--- src/rtl/scl_phase_pkg.sv ---
package scl_phase_pkg;

  // Control-to-datapath strobes, all decoded from the phase state register.
  typedef struct packed {
    logic load;    // idle: copy shadow timing into active set
    logic setup;   // start-setup interval is running
    logic phase;   // an SCL phase (high or low) is running
    logic useLow;  // the running phase is the low phase
  } tgenCtl_t;

  // Datapath-to-control events.
  typedef struct packed {
    logic setupEnd;
    logic phaseEnd;
    logic sdaHit;
  } tgenEvt_t;

  typedef enum logic [1:0] {
    ST_IDLE  = 2'd0,
    ST_SETUP = 2'd1,
    ST_HIGH  = 2'd2,
    ST_LOW   = 2'd3
  } tgenState_e;

endpackage

--- src/rtl/scl_phase_regs.sv ---
module scl_phase_regs
  import scl_phase_pkg::*;
#(
  parameter int DIV_W  = 3,
  parameter int SMP_W  = 3,
  parameter int STP_W  = 6,
  parameter int SET_W  = 8,
  parameter int DATA_W = 16
) (
  input  logic              clk,
  input  logic              rstN,
  input  logic              wrEn,
  input  logic [1:0]        wrAddr,
  input  logic [DATA_W-1:0] wrData,
  input  tgenCtl_t          ctl,
  output logic [SMP_W-1:0]  hiSmp,
  output logic [STP_W-1:0]  hiStp,
  output logic [SMP_W-1:0]  loSmp,
  output logic [STP_W-1:0]  loStp,
  output logic [SET_W-1:0]  setLim,
  output logic [DIV_W-1:0]  divLim,
  output logic              setupEn,
  output logic [STP_W-1:0]  sdaPt
);
  localparam int HI_SMP_LSB = 8;
  localparam int LO_SMP_LSB = 6;
  localparam int SET_LSB    = 8;
  localparam int DIV_LSB    = 1;
  localparam logic [1:0] A_HIGH = 2'd0;
  localparam logic [1:0] A_LOW  = 2'd1;
  localparam logic [1:0] A_EXT  = 2'd2;
  localparam logic [1:0] A_SDA  = 2'd3;

  logic [SMP_W-1:0] hiSmpS, loSmpS;
  logic [STP_W-1:0] hiStpS, loStpS, sdaPtS;
  logic [SET_W-1:0] setLimS;
  logic [DIV_W-1:0] divLimS;
  logic             setupEnS;

  always_ff @(posedge clk or negedge rstN) begin
    if (!rstN) begin
      hiSmpS <= '0; hiStpS <= '0; loSmpS <= '0; loStpS <= '0;
      setLimS <= '0; divLimS <= '0; setupEnS <= 1'b0; sdaPtS <= '0;
    end else if (wrEn) begin
      case (wrAddr)
        A_HIGH: begin
          hiSmpS <= wrData[HI_SMP_LSB +: SMP_W];
          hiStpS <= wrData[0 +: STP_W];
        end
        A_LOW: begin
          loSmpS <= wrData[LO_SMP_LSB +: SMP_W];
          loStpS <= wrData[0 +: STP_W];
        end
        A_EXT: begin
          setLimS  <= wrData[SET_LSB +: SET_W];
          divLimS  <= wrData[DIV_LSB +: DIV_W];
          setupEnS <= wrData[0];
        end
        A_SDA:   sdaPtS <= wrData[0 +: STP_W];
        default: ;
      endcase
    end
  end

  // Active set follows the shadow set only while idle.
  always_ff @(posedge clk or negedge rstN) begin
    if (!rstN) begin
      hiSmp <= '0; hiStp <= '0; loSmp <= '0; loStp <= '0;
      setLim <= '0; divLim <= '0; setupEn <= 1'b0; sdaPt <= '0;
    end else if (ctl.load) begin
      hiSmp <= hiSmpS; hiStp <= hiStpS; loSmp <= loSmpS; loStp <= loStpS;
      setLim <= setLimS; divLim <= divLimS; setupEn <= setupEnS; sdaPt <= sdaPtS;
    end
  end

endmodule

--- src/rtl/scl_phase_count.sv ---
module scl_phase_count
  import scl_phase_pkg::*;
#(
  parameter int DIV_W = 3,
  parameter int SMP_W = 3,
  parameter int STP_W = 6,
  parameter int SET_W = 8
) (
  input  logic             clk,
  input  logic             rstN,
  input  tgenCtl_t         ctl,
  input  logic [SMP_W-1:0] hiSmp,
  input  logic [STP_W-1:0] hiStp,
  input  logic [SMP_W-1:0] loSmp,
  input  logic [STP_W-1:0] loStp,
  input  logic [SET_W-1:0] setLim,
  input  logic [DIV_W-1:0] divLim,
  input  logic [STP_W-1:0] sdaPt,
  output tgenEvt_t         evt
);
  logic [DIV_W-1:0] divQ;
  logic [SMP_W-1:0] smpQ, smpLim;
  logic [STP_W-1:0] stpQ, stpLim;
  logic [SET_W-1:0] setQ;
  logic             divEnd, smpEnd, restart;

  always_comb begin
    smpLim       = ctl.useLow ? loSmp : hiSmp;
    stpLim       = ctl.useLow ? loStp : hiStp;
    divEnd       = (divQ == divLim);
    smpEnd       = divEnd && (smpQ == smpLim);
    evt.phaseEnd = ctl.phase && smpEnd && (stpQ == stpLim);
    evt.sdaHit   = ctl.useLow && smpEnd && (stpQ == sdaPt);
    evt.setupEnd = ctl.setup && (setQ == setLim);
    restart      = !(ctl.setup || ctl.phase) || evt.setupEnd || evt.phaseEnd;
  end

  // All counters reload at every phase boundary and whenever idle.
  always_ff @(posedge clk or negedge rstN) begin
    if (!rstN) begin
      divQ <= '0; smpQ <= '0; stpQ <= '0; setQ <= '0;
    end else if (restart) begin
      divQ <= '0; smpQ <= '0; stpQ <= '0; setQ <= '0;
    end else if (ctl.setup) begin
      setQ <= setQ + 1'b1;
    end else if (divEnd) begin
      divQ <= '0;
      if (smpQ == smpLim) begin
        smpQ <= '0;
        stpQ <= stpQ + 1'b1;
      end else begin
        smpQ <= smpQ + 1'b1;
      end
    end else begin
      divQ <= divQ + 1'b1;
    end
  end

endmodule

--- src/rtl/scl_phase_ctrl.sv ---
module scl_phase_ctrl
  import scl_phase_pkg::*;
(
  input  logic     clk,
  input  logic     rstN,
  input  logic     run,
  input  logic     setupEn,
  input  tgenEvt_t evt,
  output tgenCtl_t ctl,
  output logic     scl,
  output logic     startStb,
  output logic     sclFall,
  output logic     sclRise,
  output logic     sdaChg
);
  tgenState_e state, nxt;

  always_comb begin
    ctl.load   = (state == ST_IDLE);
    ctl.setup  = (state == ST_SETUP);
    ctl.phase  = (state == ST_HIGH) || (state == ST_LOW);
    ctl.useLow = (state == ST_LOW);
    scl        = (state != ST_LOW);
    nxt        = state;
    case (state)
      ST_IDLE:  if (run) nxt = setupEn ? ST_SETUP : ST_HIGH;
      ST_SETUP: if (evt.setupEnd) nxt = ST_HIGH;
      ST_HIGH:  if (evt.phaseEnd) nxt = run ? ST_LOW : ST_IDLE;
      ST_LOW:   if (evt.phaseEnd) nxt = ST_HIGH;
      default:  nxt = ST_IDLE;
    endcase
  end

  always_ff @(posedge clk or negedge rstN) begin
    if (!rstN) begin
      state    <= ST_IDLE;
      startStb <= 1'b0;
      sclFall  <= 1'b0;
      sclRise  <= 1'b0;
      sdaChg   <= 1'b0;
    end else begin
      state    <= nxt;
      startStb <= ((state == ST_SETUP) && evt.setupEnd) ||
                  ((state == ST_IDLE) && run && !setupEn);
      sclFall  <= (state == ST_HIGH) && evt.phaseEnd && run;
      sclRise  <= (state == ST_LOW) && evt.phaseEnd;
      sdaChg   <= evt.sdaHit;
    end
  end

endmodule

--- src/rtl/scl_phase_gen.sv ---
module scl_phase_gen
  import scl_phase_pkg::*;
#(
  parameter int DIV_W  = 3,
  parameter int SMP_W  = 3,
  parameter int STP_W  = 6,
  parameter int SET_W  = 8,
  parameter int DATA_W = 16
) (
  input  logic              clk,
  input  logic              rstN,
  input  logic              wrEn,
  input  logic [1:0]        wrAddr,
  input  logic [DATA_W-1:0] wrData,
  input  logic              run,
  output logic              scl,
  output logic              startStb,
  output logic              sclFall,
  output logic              sclRise,
  output logic              sdaChg
);
  localparam int CFG_W = 2 * SMP_W + 3 * STP_W + SET_W + DIV_W + 1;

  tgenCtl_t         ctlBus;
  tgenEvt_t         evtBus;
  logic [SMP_W-1:0] hiSmp, loSmp;
  logic [STP_W-1:0] hiStp, loStp, sdaPt;
  logic [SET_W-1:0] setLim;
  logic [DIV_W-1:0] divLim;
  logic             setupEn;
  logic [CFG_W-1:0] cfgAll;

  assign cfgAll = {hiSmp, hiStp, loSmp, loStp, setLim, divLim, setupEn, sdaPt};

  scl_phase_regs #(.DIV_W(DIV_W), .SMP_W(SMP_W), .STP_W(STP_W),
                   .SET_W(SET_W), .DATA_W(DATA_W)) uRegs (
    .clk(clk), .rstN(rstN), .wrEn(wrEn), .wrAddr(wrAddr), .wrData(wrData),
    .ctl(ctlBus), .hiSmp(hiSmp), .hiStp(hiStp), .loSmp(loSmp), .loStp(loStp),
    .setLim(setLim), .divLim(divLim), .setupEn(setupEn), .sdaPt(sdaPt)
  );

  scl_phase_count #(.DIV_W(DIV_W), .SMP_W(SMP_W), .STP_W(STP_W),
                    .SET_W(SET_W)) uCount (
    .clk(clk), .rstN(rstN), .ctl(ctlBus), .hiSmp(hiSmp), .hiStp(hiStp),
    .loSmp(loSmp), .loStp(loStp), .setLim(setLim), .divLim(divLim),
    .sdaPt(sdaPt), .evt(evtBus)
  );

  scl_phase_ctrl uCtrl (
    .clk(clk), .rstN(rstN), .run(run), .setupEn(setupEn), .evt(evtBus),
    .ctl(ctlBus), .scl(scl), .startStb(startStb), .sclFall(sclFall),
    .sclRise(sclRise), .sdaChg(sdaChg)
  );

endmodule

--- config.mk ---
export PLATFORM = sky130hd
export DESIGN_NAME = scl_phase_gen
export DESIGN_NICKNAME = d
export VERILOG_FILES = /design/src/rtl/scl_phase_pkg.sv /design/src/rtl/scl_phase_regs.sv /design/src/rtl/scl_phase_count.sv /design/src/rtl/scl_phase_ctrl.sv /design/src/rtl/scl_phase_gen.sv
export SDC_FILE = /design/constraint.sdc
export NUM_CORES = 1
export LEC_CHECK = 0
export BUFFER_PORTS_ARGS = -buffer_cell sky130_fd_sc_hd__buf_4
export CAP_MARGIN = 10
export CORE_ASPECT_RATIO = 1.5
export CORE_MARGIN = 2
export CORE_UTILIZATION = 54
export CTS_CLUSTER_SIZE = 10
export DETAILED_ROUTE_END_ITERATION = 8
export PLACE_DENSITY = 0.75
export REMOVE_ABC_BUFFERS = 1
export SLEW_MARGIN = 30
export SYNTH_ARGS = -nofsm -noshare
export SYNTH_HDL_FRONTEND = slang
export SYNTH_SLANG_ARGS = --single-unit
--- constraint.sdc ---
create_clock -name clk -period 2 [get_ports clk]
set_input_delay 0.1 -clock clk [delete_from_list [all_inputs] [get_ports clk]]
set_output_delay 0.1 -clock clk [all_outputs]
set_load 0.03 [all_outputs]
==> run metrics <==
WL met1=around 3.9 mm; post-layout net count=447; row count=40; input/output buffers=26; type of origin of the critical path=flop; Hold Startpoint=wrData[4]; area taken by multi-input logic gates=between 0.002 and 0.0025 mm²; worst stage delay on the critical path=0.35 ns; status=finished with violations; count leader, synth=dfrtp_1; CP max-delay cell=dfrtp_1; die area=0.009030 mm²; Hold Crit Depth=2; Clock Sinks=98; routed length on met3=273 µm; post-synth top area cell=dfrtp_1; max cap viols=0; TritonCTS Buffers=9; Die W=around 78 µm; final wirelength=9.373 mm; DRC=0; initial cell density of the core=about 56%; Highest Signal Layer=met4; pwr/cell area=~1400 mW/mm²; vias per cell=5.642; FF-to-FF path depth=8; worst r2r src=uCtrl.state[1]; failing checks=negative setup slack; Root Buffer=clkbuf_16; critical path's most frequent cell=buf_4; Setup crit end kind=flop; Clk Latency, worst-skew pair=0.35 ns; Pleak=roughly 2.5 nW; DRT Pass-1 Iters=4; FF+latch count, synth=98; Final Hold Viols=0; Slew HR=between 60 and 70%; CP Class=flop to flop; Clock Path Buffers=2; area growth from synthesis to layout=24.37%; Least-Margin Pin Slew=~0.58 ns; first-pass GRT wire length=15.24 mm; asr flop ratio synth=100.0%; Critical Path Fanout Max=7; die height=115.4 µm; final setup fails=18; worst-path cell chain=and2_4 > mux2i_1 > xnor2_1 > buf_4 > nand4_4 > o31a_1 > buf_4 > a32o_1; Cell Area, Synth=roughly 0.0045 mm²; drt wl/cell=17.65 µm; number of diodes=0; storage element area=~0.0025 mm²; Setup WS post-layout=-0.2146 ns; EDFF count, synth=0; crit path DAT=2.44 ns; Final Wtd Congestion=0.8613; CTS tree=done; area fraction of the dominant cell type after synthesis=54.90%; Synth Warn #=0; Final Critical Period=2.215 ns; Peak Freq=about 0.45 GHz; Core Box Area=~0.0080 mm²; via count=2,996; First DRT Iteration DRCs=156; most frequent cells after synthesis=dfrtp_1 (98), mux2_2 (71), nand2_1 (20), xnor2_1 (20), nor2_1 (12); final-layout fill cell count=572; setup TNS=-2.606 ns; CP Data Required Time=2.23 ns; fin. max-slew vios=0; share of cells above drive strength 1=42.02%; GRT Util Overall=between 20 and 25%; Ports=27; clk slew on worst S/H paths=0.07 ns; reg-to-reg endpoint=uCount.stpQ[1]; worst min path class=input pin to flop; vias in the first global route=between 3,000 and 4,000; register area share after synthesis=a little over half; VDD IR max=0.8435 mV; synthesized netlist cell count=350; Top FF cell, synth=dfrtp_1; Final Power=7.704 mW; hold endpoint=uRegs.sdaPtS[4]; initial antenna violation count=0; Final period util=110.7%; Final ANT Viol Nets=0; CTS H-Tree Depth=3; Detail Placement HPWL=6.408 mm; top cells by area, synth=dfrtp_1 (55%), mux2_2 (18%), xnor2_1 (3.9%), nand2_1 (1.7%), a22o_1 (1.2%); metal2 WL=4.901 mm; largest net degree at the start of global routing=64; Post-Syn Area per Cell=12.76 µm²; Clock Skews=approximately 0.0063 ns; reg-to-reg slack, setup=-0.21 ns; Overflow after GRT=0; unrepaired setup endpoints after global routing=true; Synth cell types=51
[metal layers]
metal | global-route usage, % | vias up
met1 | 26.06 | 1491
met4 | 10.53 | 0
met2 | 39.20 | 78
li1 | - | 1403
met5 | 0 | -
met3 | 4.317 | 24
[through the flow]
step / area, µm² / setup WS (ns) / hold slack, ns / utilization [%] / instances
3_5_place_dp: 4980 / -0.2659 / 0.09140 / 62.19 / 498
5_1_grt: 5555 / -0.3098 / 0.002411 / 69.38 / 531
6_report: 5555 / -0.2146 / 0.004211 / 69.38 / 531
2_1_floorplan: 4373 / -0.6628 / -0.1956 / - / 333
4_1_cts: 5504 / -0.1658 / 0.0001352 / 68.73 / 530
3_3_place_gp: 4980 / -0.1579 / 0.09034 / 62.19 / 498
[what timing repair did]
item,in CTS,in global routing
hold buffers,11,0
pin swaps,7,3
gates cloned,0,0
gates resized for setup,20,9
endpoints found under the hold margin,45,0
buffers inserted,5,2
setup endpoints to repair,17,20
[critical path: cells and delay by family, from the launching register on]
kind / cells / cell delay (ns)
flip-flops: 1 / 0.35
multiplexers: 1 / 0.24
XOR/XNOR: 1 / 0.16
buffers and inverters: 2 / 0.35
AND/OR/NAND/NOR: 2 / 0.36
AO/OA/AOI/OAI: 2 / 0.62
[registers in the layout, indices dropped and copies added, names as in the netlist, 2 cells and up]
| name | cells |
|---|---|
| uCount.setQ | 8 |
| uRegs.setLimS | 8 |
| uRegs.setLim | 8 |
| uCount.stpQ | 6 |
| uRegs.hiStpS | 6 |
| uRegs.hiStp | 6 |
| uRegs.loStpS | 6 |
| uRegs.loStp | 6 |
| uRegs.sdaPtS | 6 |
| uRegs.sdaPt | 6 |
| uCount.divQ | 3 |
| uCount.smpQ | 3 |
| uRegs.divLimS | 3 |
| uRegs.divLim | 3 |
| uRegs.hiSmpS | 3 |
| uRegs.hiSmp | 3 |
| uRegs.loSmpS | 3 |
| uRegs.loSmp | 3 |
| uCtrl.state | 2 |
[placed cells by master (no fill, tap or decap), types with 7 or more instances in the layout]
cell type and instances:
inv_1 7, nand3_1 8, xnor2_1 20, buf_4 64, clkbuf_16 9, nand2_1 17, mux2_2 71, dfrtp_1 98
dlygate4sd3_1 11, nor2_1 11
[cells by family (layout without fill, tap and decap cells)]
| group | count (synthesis) | count (layout) | share of synthesized area, % |
|---|---|---|---|
| DFF | 98 | 98 | 54.90 |
| and+or+nand+nor | 77 | 77 | 9.160 |
| muxes | 75 | 75 | 19.36 |
| AOI/OAI and AO/OA | 44 | 44 | 7.059 |
| xor gates and xnor gates | 27 | 27 | 5.630 |
| buffers and inverters | 25 | 101 | 2.773 |
| adders and majority gates | 4 | 4 | 1.120 |
[final cells by class]
cell class / count / share of cell area, %
sequential: 98 / 44.14
clock buffer: 11 / 4.550
timing repair buffer: 77 / 11.19
clock inverter: 5 / 1.104
tap: 105 / 2.365
inverter: 8 / 0.5405
multi-input combinational: 227 / 36.10
[worst max-delay path by stage]
stage / to / slack (ns) / from / depth (start not counted)
final: uCount.stpQ[1] / -0.21 / uCtrl.state[1] / 8
after global routing: uCount.stpQ[1] / -0.31 / uCtrl.state[0] / 8
after CTS: uCount.stpQ[5] / -0.17 / uCtrl.state[1] / 8
after detailed placement: uCount.stpQ[5] / -0.27 / uCtrl.state[0] / 8
after global placement: uCount.stpQ[5] / -0.16 / uCtrl.state[0] / 8
after floorplan: uRegs.divLim[0] / -0.66 / uCtrl.state[1] / 2
[where the power goes]
part | internal (mW) | switching [mW] | total (mW)
registers | 2.54 | 0.438 | 2.98
clock network | 1.04 | 0.739 | 1.78
logic | 1.57 | 1.38 | 2.94
Note: power is estimated with default switching activity, not from simulation.
